File: src/rtl/tlw_pkg.sv
package tlw_pkg;

    localparam int unsigned DIM_W = 8;
    localparam int unsigned STR_W = 16;

    typedef logic [DIM_W-1:0] dim_t;
    typedef logic [STR_W-1:0] str_t;

    localparam dim_t DIM_ONE = dim_t'(1);

    typedef enum logic [1:0] {
        ESZ_BYTE  = 2'd0,
        ESZ_HALF  = 2'd1,
        ESZ_WORD  = 2'd2,
        ESZ_WORDX = 2'd3
    } esz_e;

    typedef struct packed {
        dim_t n;
        dim_t c;
        dim_t h;
        dim_t w;
    } idx_t;

    typedef struct packed {
        str_t n;
        str_t c;
        str_t h;
        str_t w;
    } stride_t;

    function automatic logic [1:0] esz_shift(input esz_e e);
        case (e)
            ESZ_BYTE: return 2'd0;
            ESZ_HALF: return 2'd1;
            default:  return 2'd2;
        endcase
    endfunction

    function automatic logic any_zero(input idx_t s);
        return (s.n == '0) || (s.c == '0) || (s.h == '0) || (s.w == '0);
    endfunction

endpackage

File: src/rtl/tlw_walker.sv
module tlw_walker
    import tlw_pkg::*;
(
    input  logic clk,
    input  logic rst,
    input  logic launch,
    input  logic advance,
    input  idx_t shape_in,
    output idx_t idx,
    output idx_t shape_q,
    output logic active,
    output logic finished
);

    logic end_w, end_h, end_c, end_n;
    idx_t idx_nx;

    always_comb begin
        end_w = (idx.w == shape_q.w - DIM_ONE);
        end_h = (idx.h == shape_q.h - DIM_ONE);
        end_c = (idx.c == shape_q.c - DIM_ONE);
        end_n = (idx.n == shape_q.n - DIM_ONE);
        idx_nx = idx;
        if (!end_w) begin
            idx_nx.w = idx.w + DIM_ONE;
        end else begin
            idx_nx.w = '0;
            if (!end_h) begin
                idx_nx.h = idx.h + DIM_ONE;
            end else begin
                idx_nx.h = '0;
                if (!end_c) begin
                    idx_nx.c = idx.c + DIM_ONE;
                end else begin
                    idx_nx.c = '0;
                    idx_nx.n = idx.n + DIM_ONE;
                end
            end
        end
    end

    always_ff @(posedge clk) begin
        if (rst) begin
            idx      <= '0;
            shape_q  <= '0;
            active   <= 1'b0;
            finished <= 1'b0;
        end else begin
            finished <= 1'b0;
            if (launch) begin
                idx      <= '0;
                shape_q  <= shape_in;
                active   <= !any_zero(shape_in);
                finished <= any_zero(shape_in);
            end else if (active && advance) begin
                if (end_w && end_h && end_c && end_n) begin
                    active   <= 1'b0;
                    finished <= 1'b1;
                end else begin
                    idx <= idx_nx;
                end
            end
        end
    end

    // column steps by one on a transfer that is not at the column end
    a_r2_col_step: assert property (@(posedge clk) disable iff (rst)
        active && advance && !end_w |=> idx.w == $past(idx.w) + DIM_ONE);

    // column wrap carries into row
    a_r2_row_carry: assert property (@(posedge clk) disable iff (rst)
        active && advance && end_w && !end_h |=> idx.w == '0 && idx.h == $past(idx.h) + DIM_ONE);

    // a stalled element keeps its indices
    a_r6_idx_hold: assert property (@(posedge clk) disable iff (rst)
        active && !advance && !launch |=> active && $stable(idx));

    // finishing never overlaps an offered element
    a_r7_done_idle: assert property (@(posedge clk) disable iff (rst)
        finished |-> !active);

endmodule

File: src/rtl/tlw_lane_map.sv
module tlw_lane_map
    import tlw_pkg::*;
#(
    parameter int unsigned LANES = 64,
    localparam int unsigned LANE_LOG = $clog2(LANES),
    localparam int unsigned POS_W = DIM_W + 1
) (
    input  logic [LANE_LOG-1:0] first_lane,
    input  dim_t                chan,
    input  dim_t                chan_cnt,
    output logic [LANE_LOG-1:0] lane,
    output logic [POS_W-1:0]    slot,
    output logic [POS_W-1:0]    slots_per_lane
);

    logic [POS_W-1:0] pos;
    logic [POS_W+LANE_LOG-1:0] span;

    always_comb begin
        pos  = POS_W'(first_lane) + POS_W'(chan);
        lane = pos[LANE_LOG-1:0];
        slot = pos >> LANE_LOG;
        span = (POS_W+LANE_LOG)'(first_lane) + (POS_W+LANE_LOG)'(chan_cnt)
             + (POS_W+LANE_LOG)'(LANES - 1);
        slots_per_lane = POS_W'(span >> LANE_LOG);
    end

endmodule

File: src/rtl/tlw_addr_calc.sv
module tlw_addr_calc
    import tlw_pkg::*;
#(
    parameter int unsigned LANE_BYTES = 262144,
    parameter int unsigned SLOT_W = DIM_W + 1,
    localparam int unsigned LADDR_W = $clog2(LANE_BYTES),
    localparam int unsigned ELEM_W = SLOT_W + STR_W + 2,
    localparam int unsigned FULL_W = ELEM_W + 3 > LADDR_W + 1 ? ELEM_W + 3 : LADDR_W + 1,
    localparam int unsigned LIN_W = 4 * DIM_W,
    localparam int unsigned GADDR_W = LIN_W + 2
) (
    input  idx_t               idx,
    input  idx_t               shape,
    input  stride_t            str,
    input  logic [SLOT_W-1:0]  slot,
    input  logic [LADDR_W-1:0] base,
    input  esz_e               esz,
    output logic [LADDR_W-1:0] laddr,
    output logic [GADDR_W-1:0] gaddr,
    output logic               over
);

    logic [ELEM_W-1:0] elem;
    logic [FULL_W-1:0] full;
    logic [LIN_W-1:0]  lin;
    logic [1:0]        sh;

    always_comb begin
        sh   = esz_shift(esz);
        elem = ELEM_W'(idx.n) * ELEM_W'(str.n)
             + ELEM_W'(slot)  * ELEM_W'(str.c)
             + ELEM_W'(idx.h) * ELEM_W'(str.h)
             + ELEM_W'(idx.w) * ELEM_W'(str.w);
        full  = (FULL_W'(elem) << sh) + FULL_W'(base);
        over  = full >= FULL_W'(LANE_BYTES);
        laddr = full[LADDR_W-1:0];
        lin   = LIN_W'(idx.n) * LIN_W'(shape.c) + LIN_W'(idx.c);
        lin   = lin * LIN_W'(shape.h) + LIN_W'(idx.h);
        lin   = lin * LIN_W'(shape.w) + LIN_W'(idx.w);
        gaddr = GADDR_W'(lin) << sh;
    end

endmodule

File: src/rtl/tensor_lane_walker.sv
module tensor_lane_walker
    import tlw_pkg::*;
#(
    parameter int unsigned LANES = 64,
    parameter int unsigned LANE_BYTES = 262144,
    localparam int unsigned LANE_LOG = $clog2(LANES),
    localparam int unsigned LADDR_W = $clog2(LANE_BYTES),
    localparam int unsigned GADDR_W = 4 * DIM_W + 2
) (
    input  logic                clk,
    input  logic                rst,
    input  logic                start,
    input  logic [DIM_W-1:0]    shp_n,
    input  logic [DIM_W-1:0]    shp_c,
    input  logic [DIM_W-1:0]    shp_h,
    input  logic [DIM_W-1:0]    shp_w,
    input  logic [LANE_LOG-1:0] start_lane,
    input  logic [STR_W-1:0]    str_n,
    input  logic [STR_W-1:0]    str_c,
    input  logic [STR_W-1:0]    str_h,
    input  logic [STR_W-1:0]    str_w,
    input  logic [1:0]          elem_size,
    input  logic [LADDR_W-1:0]  base_ofs,
    input  logic                out_ready,
    output logic                out_valid,
    output logic [LANE_LOG-1:0] out_lane,
    output logic [LADDR_W-1:0]  out_laddr,
    output logic [GADDR_W-1:0]  out_gaddr,
    output logic [DIM_W-1:0]    out_n,
    output logic [DIM_W-1:0]    out_c,
    output logic [DIM_W-1:0]    out_h,
    output logic [DIM_W-1:0]    out_w,
    output logic [DIM_W:0]      chans_per_lane,
    output logic                busy,
    output logic                done,
    output logic                ovf_err
);

    idx_t    shape_in, idx, shape_q;
    stride_t str_q;
    esz_e    esz_q;
    logic [LADDR_W-1:0]  base_q;
    logic [LANE_LOG-1:0] first_q;
    logic [DIM_W:0]      slot;
    logic active, finished, launch, fire, addr_over;

    assign shape_in = '{n: shp_n, c: shp_c, h: shp_h, w: shp_w};
    assign launch   = start && !active;
    assign fire     = active && out_ready;

    always_ff @(posedge clk) begin
        if (rst) begin
            str_q   <= '0;
            esz_q   <= ESZ_BYTE;
            base_q  <= '0;
            first_q <= '0;
            ovf_err <= 1'b0;
        end else if (launch) begin
            str_q   <= '{n: str_n, c: str_c, h: str_h, w: str_w};
            esz_q   <= esz_e'(elem_size);
            base_q  <= base_ofs;
            first_q <= start_lane;
            ovf_err <= 1'b0;
        end else if (fire && addr_over) begin
            ovf_err <= 1'b1;
        end
    end

    tlw_walker u_walk (
        .clk      (clk),
        .rst      (rst),
        .launch   (launch),
        .advance  (out_ready),
        .shape_in (shape_in),
        .idx      (idx),
        .shape_q  (shape_q),
        .active   (active),
        .finished (finished)
    );

    tlw_lane_map #(.LANES(LANES)) u_map (
        .first_lane     (first_q),
        .chan           (idx.c),
        .chan_cnt       (shape_q.c),
        .lane           (out_lane),
        .slot           (slot),
        .slots_per_lane (chans_per_lane)
    );

    tlw_addr_calc #(.LANE_BYTES(LANE_BYTES), .SLOT_W(DIM_W + 1)) u_addr (
        .idx   (idx),
        .shape (shape_q),
        .str   (str_q),
        .slot  (slot),
        .base  (base_q),
        .esz   (esz_q),
        .laddr (out_laddr),
        .gaddr (out_gaddr),
        .over  (addr_over)
    );

    assign out_valid = active;
    assign busy      = active;
    assign done      = finished;
    assign out_n     = idx.n;
    assign out_c     = idx.c;
    assign out_h     = idx.h;
    assign out_w     = idx.w;

    // the overflow flag persists until a new walk is accepted
    a_r9_sticky: assert property (@(posedge clk) disable iff (rst)
        ovf_err && !launch |=> ovf_err);

    // an out-of-slice transfer raises the flag
    a_r9_raise: assert property (@(posedge clk) disable iff (rst)
        out_valid && out_ready && addr_over |=> ovf_err);

    // stalled outputs hold
    a_r6_out_hold: assert property (@(posedge clk) disable iff (rst)
        out_valid && !out_ready |=> out_valid && $stable(out_laddr) && $stable(out_lane)
                                   && $stable(out_gaddr));

    // an empty shape completes at once with nothing offered
    a_r8_empty: assert property (@(posedge clk) disable iff (rst)
        launch && any_zero(shape_in) |=> done && !out_valid);

    // a start during a walk leaves the lane split unchanged
    a_r11_ignore: assert property (@(posedge clk) disable iff (rst)
        busy && start |=> $stable(chans_per_lane));

endmodule

File: config.mk
export PLATFORM = sky130hd
export DESIGN_NAME = tensor_lane_walker
export DESIGN_NICKNAME = d
export VERILOG_FILES = /design/src/rtl/tlw_pkg.sv /design/src/rtl/tlw_walker.sv /design/src/rtl/tlw_lane_map.sv /design/src/rtl/tlw_addr_calc.sv /design/src/rtl/tensor_lane_walker.sv
export SDC_FILE = /design/constraint.sdc
export NUM_CORES = 2
export LEC_CHECK = 0
export ABC_AREA = 0
export BUFFER_PORTS_ARGS = -buffer_cell sky130_fd_sc_hd__buf_2
export CELL_PAD_IN_SITES_DETAIL_PLACEMENT = 1
export CELL_PAD_IN_SITES_GLOBAL_PLACEMENT = 1
export CORE_UTILIZATION = 50
export CTS_BUF_LIST = sky130_fd_sc_hd__clkbuf_4
export CTS_CLUSTER_SIZE = 8
export DETAILED_ROUTE_END_ITERATION = 10
export PLACE_DENSITY = 0.89
export SLEW_MARGIN = 20
export SYNTH_ARGS = -nofsm -noshare
export SYNTH_HDL_FRONTEND = slang
export SYNTH_SLANG_ARGS = --single-unit
File: constraint.sdc
create_clock -name clk -period 25 [get_ports clk]
set_input_delay 1.25 -clock clk [delete_from_list [all_inputs] [get_ports clk]]
set_output_delay 1.25 -clock clk [all_outputs]
set_load 0.01 [all_outputs]
==> impl_results.md <==
* Outcome: finished clean
* Syn Std Cell Area at 37,900 um^2
* Flops & latches, synth at ~160
* Post-synth cell types at 91
* Non-filler cells, final at around 5,700
* Top Family by Delay on Critical Path: adder cells
* Slew HR at 24.2%
* Detailed Route WL at between 100 and 150 mm
* Buffers on Ports at 222
* WP data required at ~24 ns
* Drt pass-1 iters at 6
* Slowest CP cell: dfxtp_1
* # rows at 100
* Slew Viols, Final at 0
* Worst IR Drop VDD at 0.0000248 V
* Critical path's most frequent cell: fa_1
* Max stage delay on crit path at 1.05 ns
* Vias at 32,700
* DRT met1 WL at 50.1 mm
* Maximum clock insertion buffer count at 2
* Layout Utilization at 53.4%
* RSZ-0062 raised after global routing: false
* RePlAce Congestion at about 0.94
* Die area at ~77,000 um^2
* Core area at 74,800 um^2
* Synth warn at 0
* Root buf cell: clkbuf_4
* Via-per-instance ratio at 5.77
* Wire per inst at between 20 and 25 um
* Fmax at 59.7 MHz
* Final ANT Viol Nets at 0
* Antenna violations before repair at 5
* Clock latency on the worst-skew pair at approximately 0.82 ns
* Initial Utilization at 50.7%
* Die height at ~280 um
* H-tree lvl count at 4
* Power Density at 15.4 nW/um^2
* Critical Path End Type: primary output
* Max-Cap Viols at 0
* Ys async rst share at 0%
* Clock-pin slew on the worst setup and hold paths at 0.19 ns
* Least-Margin Pin Slew at between 1 and 1.5 ns
* Placed cells at 5,630
* Final hold vios at 0
* Post-CTS Hold Buffers at 0
* Area Growth Syn to Fin at 5.40%
* First-pass GRT wire length at 198 mm
* WP data arrival at 15.49 ns
* Final setup fails at 0
* Number of global-route vias before repair at 36,800
* WL met3 at 8.14 mm
* GRT Overall Usage at between 30% and 40%
* Critical path startpoint category: register
* Mapped Cells at around 4,600
* Final period utilization at 67.0%
* DP Wirelength at a little over 100 mm
* Nets at slightly below 6,000
* DR DRC count at 0
* Congestion Overflow GR at 0
* # fillers at 9,139
* Max FO, Critical Path at 30
* Seq/Total Area, Yosys at 8.28%
* WL met2 at between 60 and 70 mm
* Post-CTS setup buffer count at 0
* Initial detailed-routing violation count at approximately 2,300
* Post-synth EDFFs at 0
* Top layer in use: met5
* CTS sink count at roughly 160
* Post-cts sizing count at 0
* Hold WC Path Type: reg2reg
* Setup TNS at 0 ns
* Minimum clock period at around 17 ns
* Worst Skew at approximately 0.044 ns
* Buf/Inv on CP at 7
* Share of layout cells above drive strength 1 at 7.14%
* Inserted Clock Buffers at 17
* Synth Flop Type: dfxtp_1
* P_leak at 18.7 nW
* Pin count of the biggest net entering global routing at 99
* CTS tree: done
* Die Width at 277 um
* Num ports at 229
* Syn_area_per_cell at 8.19 um^2
* Kind of critical path: reg2out
worst paths after layout:
path                     startpoint  slack (ns)  cells past startpoint           endpoint
setup / recovery     u_walk.idx[26]        8.26                     50      out_gaddr[30]
hold / removal    u_walk.shape_q[1]        0.47                      2  u_walk.shape_q[1]
setup reg to reg     u_walk.idx[16]        9.75                     56            ovf_err
hold reg to reg   u_walk.shape_q[1]        0.47                      2  u_walk.shape_q[1]
cell type report:
type,count,area [um^2],area share [%]
tap,969,1210,3.03
inverter,805,3020,7.56
sequential,157,3150,7.88
multi-input combinational,3443,30900,77.3
antenna,5,12.5,0.0313
timing repair buffer,256,1370,3.42
clock inverter,15,203,0.507
clock buffer,17,128,0.319
power by group:
part	internal [W]	leakage [nW]	switching, W
Sequential	0.000263	1.29	0.0000355
Clock	0.0000502	0.167	0.000144
Combinational	0.0000442	17.3	0.0000778
flip-flops by register name, indices dropped and copies added, names as in the netlist:
signal / cells
str_q: 64
u_walk.idx: 32
u_walk.shape_q: 32
base_q: 18
first_q: 6
esz_q: 2
ovf_err: 1
u_walk.active: 1
u_walk.finished: 1
worst reg2reg max path: cells and delay by family (launching register included):
family / cells / cell delay (ns)
and+or+nand+nor: 10 / 2.39
AOI/OAI and AO/OA: 21 / 4.48
DFF: 1 / 0.53
muxes: 1 / 0.11
xor gates and xnor gates: 2 / 0.41
buffers and inverters: 7 / 0.48
adders and majority gates: 15 / 6.78
placed cells by master (no fill, tap or decap), drive strengths merged, types with 19 or more instances in the layout:
master	instances
a211oi	24
a21o	52
a21oi	258
and2	397
and3	27
buf	256
dfxtp	157
fa	650
ha	350
inv	813
mux2i	35
nand2	819
nand2b	19
nand3	44
nor2	147
nor3	50
nor4	21
o21a	24
o21ai	97
o21bai	22
xnor2	134
xor2	58
logic make-up (layout without fill, tap and decap cells):
family / count (synthesis) / count (layout) / share of synthesized area [%]
multiplexers: 38 / 38 / 1.01
adder cells (fa/ha/maj): 1000 / 1000 / 45.8
flip-flops: 157 / 157 / 8.28
AO/OA/AOI/OAI: 593 / 593 / 9.79
XOR/XNOR: 192 / 192 / 4.47
AND/OR/NAND/NOR: 1614 / 1614 / 20.2
other: 1 / 11 / 0.00988
buffers and inverters: 1039 / 1093 / 10.4
stage by stage:
stage | cell area [um^2] | hold WS [ns] | setup WS [ns] | total power (W)
floorplan | 38000 | 0.441 | 11.02 | 0.000365
global placement | 39600 | 0.442 | 9.95 | 0.000412
detailed placement | 39600 | 0.450 | 9.24 | 0.000421
CTS | 40000 | 0.473 | 8.30 | 0.000612
global route | 40000 | 0.496 | 7.41 | 0.000637
finish | 40000 | 0.469 | 8.26 | 0.000615
synthesized netlist by cell type (14+ instances only):
| cell | instances | area share (%) |
|---|---|---|
| nor4_1 | 20 | 0.33 |
| mux2i_1 | 35 | 0.92 |
| nand3_1 | 44 | 0.58 |
| a211oi_1 | 22 | 0.44 |
| nor2_1 | 147 | 1.5 |
| inv_1 | 805 | 8.0 |
| dfxtp_1 | 157 | 8.3 |
| nand2b_1 | 19 | 0.31 |
| nand2_1 | 819 | 8.1 |
| o21a_1 | 24 | 0.47 |
| o21ai_0 | 91 | 1.2 |
| nor2b_1 | 18 | 0.30 |
| a21oi_1 | 256 | 3.4 |
| nor3_1 | 50 | 0.66 |
| ha_1 | 350 | 12 |
| fa_1 | 650 | 34 |
| clkbuf_1 | 207 | 2.0 |
| xnor2_1 | 134 | 3.1 |
| xor2_1 | 56 | 1.3 |
| and3_1 | 25 | 0.41 |
| nand4_1 | 14 | 0.23 |
| a21o_1 | 52 | 1.0 |
| and2_1 | 395 | 6.5 |
| o21bai_1 | 22 | 0.44 |
layer usage:
layer | vias up | track usage, %
met2 | 1330 | 56.3
met1 | 16600 | 40.4
li1 | 14500 | -
met5 | - | 0
met4 | 2 | 13.4
met3 | 340 | 5.31
Note: power is estimated with default switching activity, not from simulation.
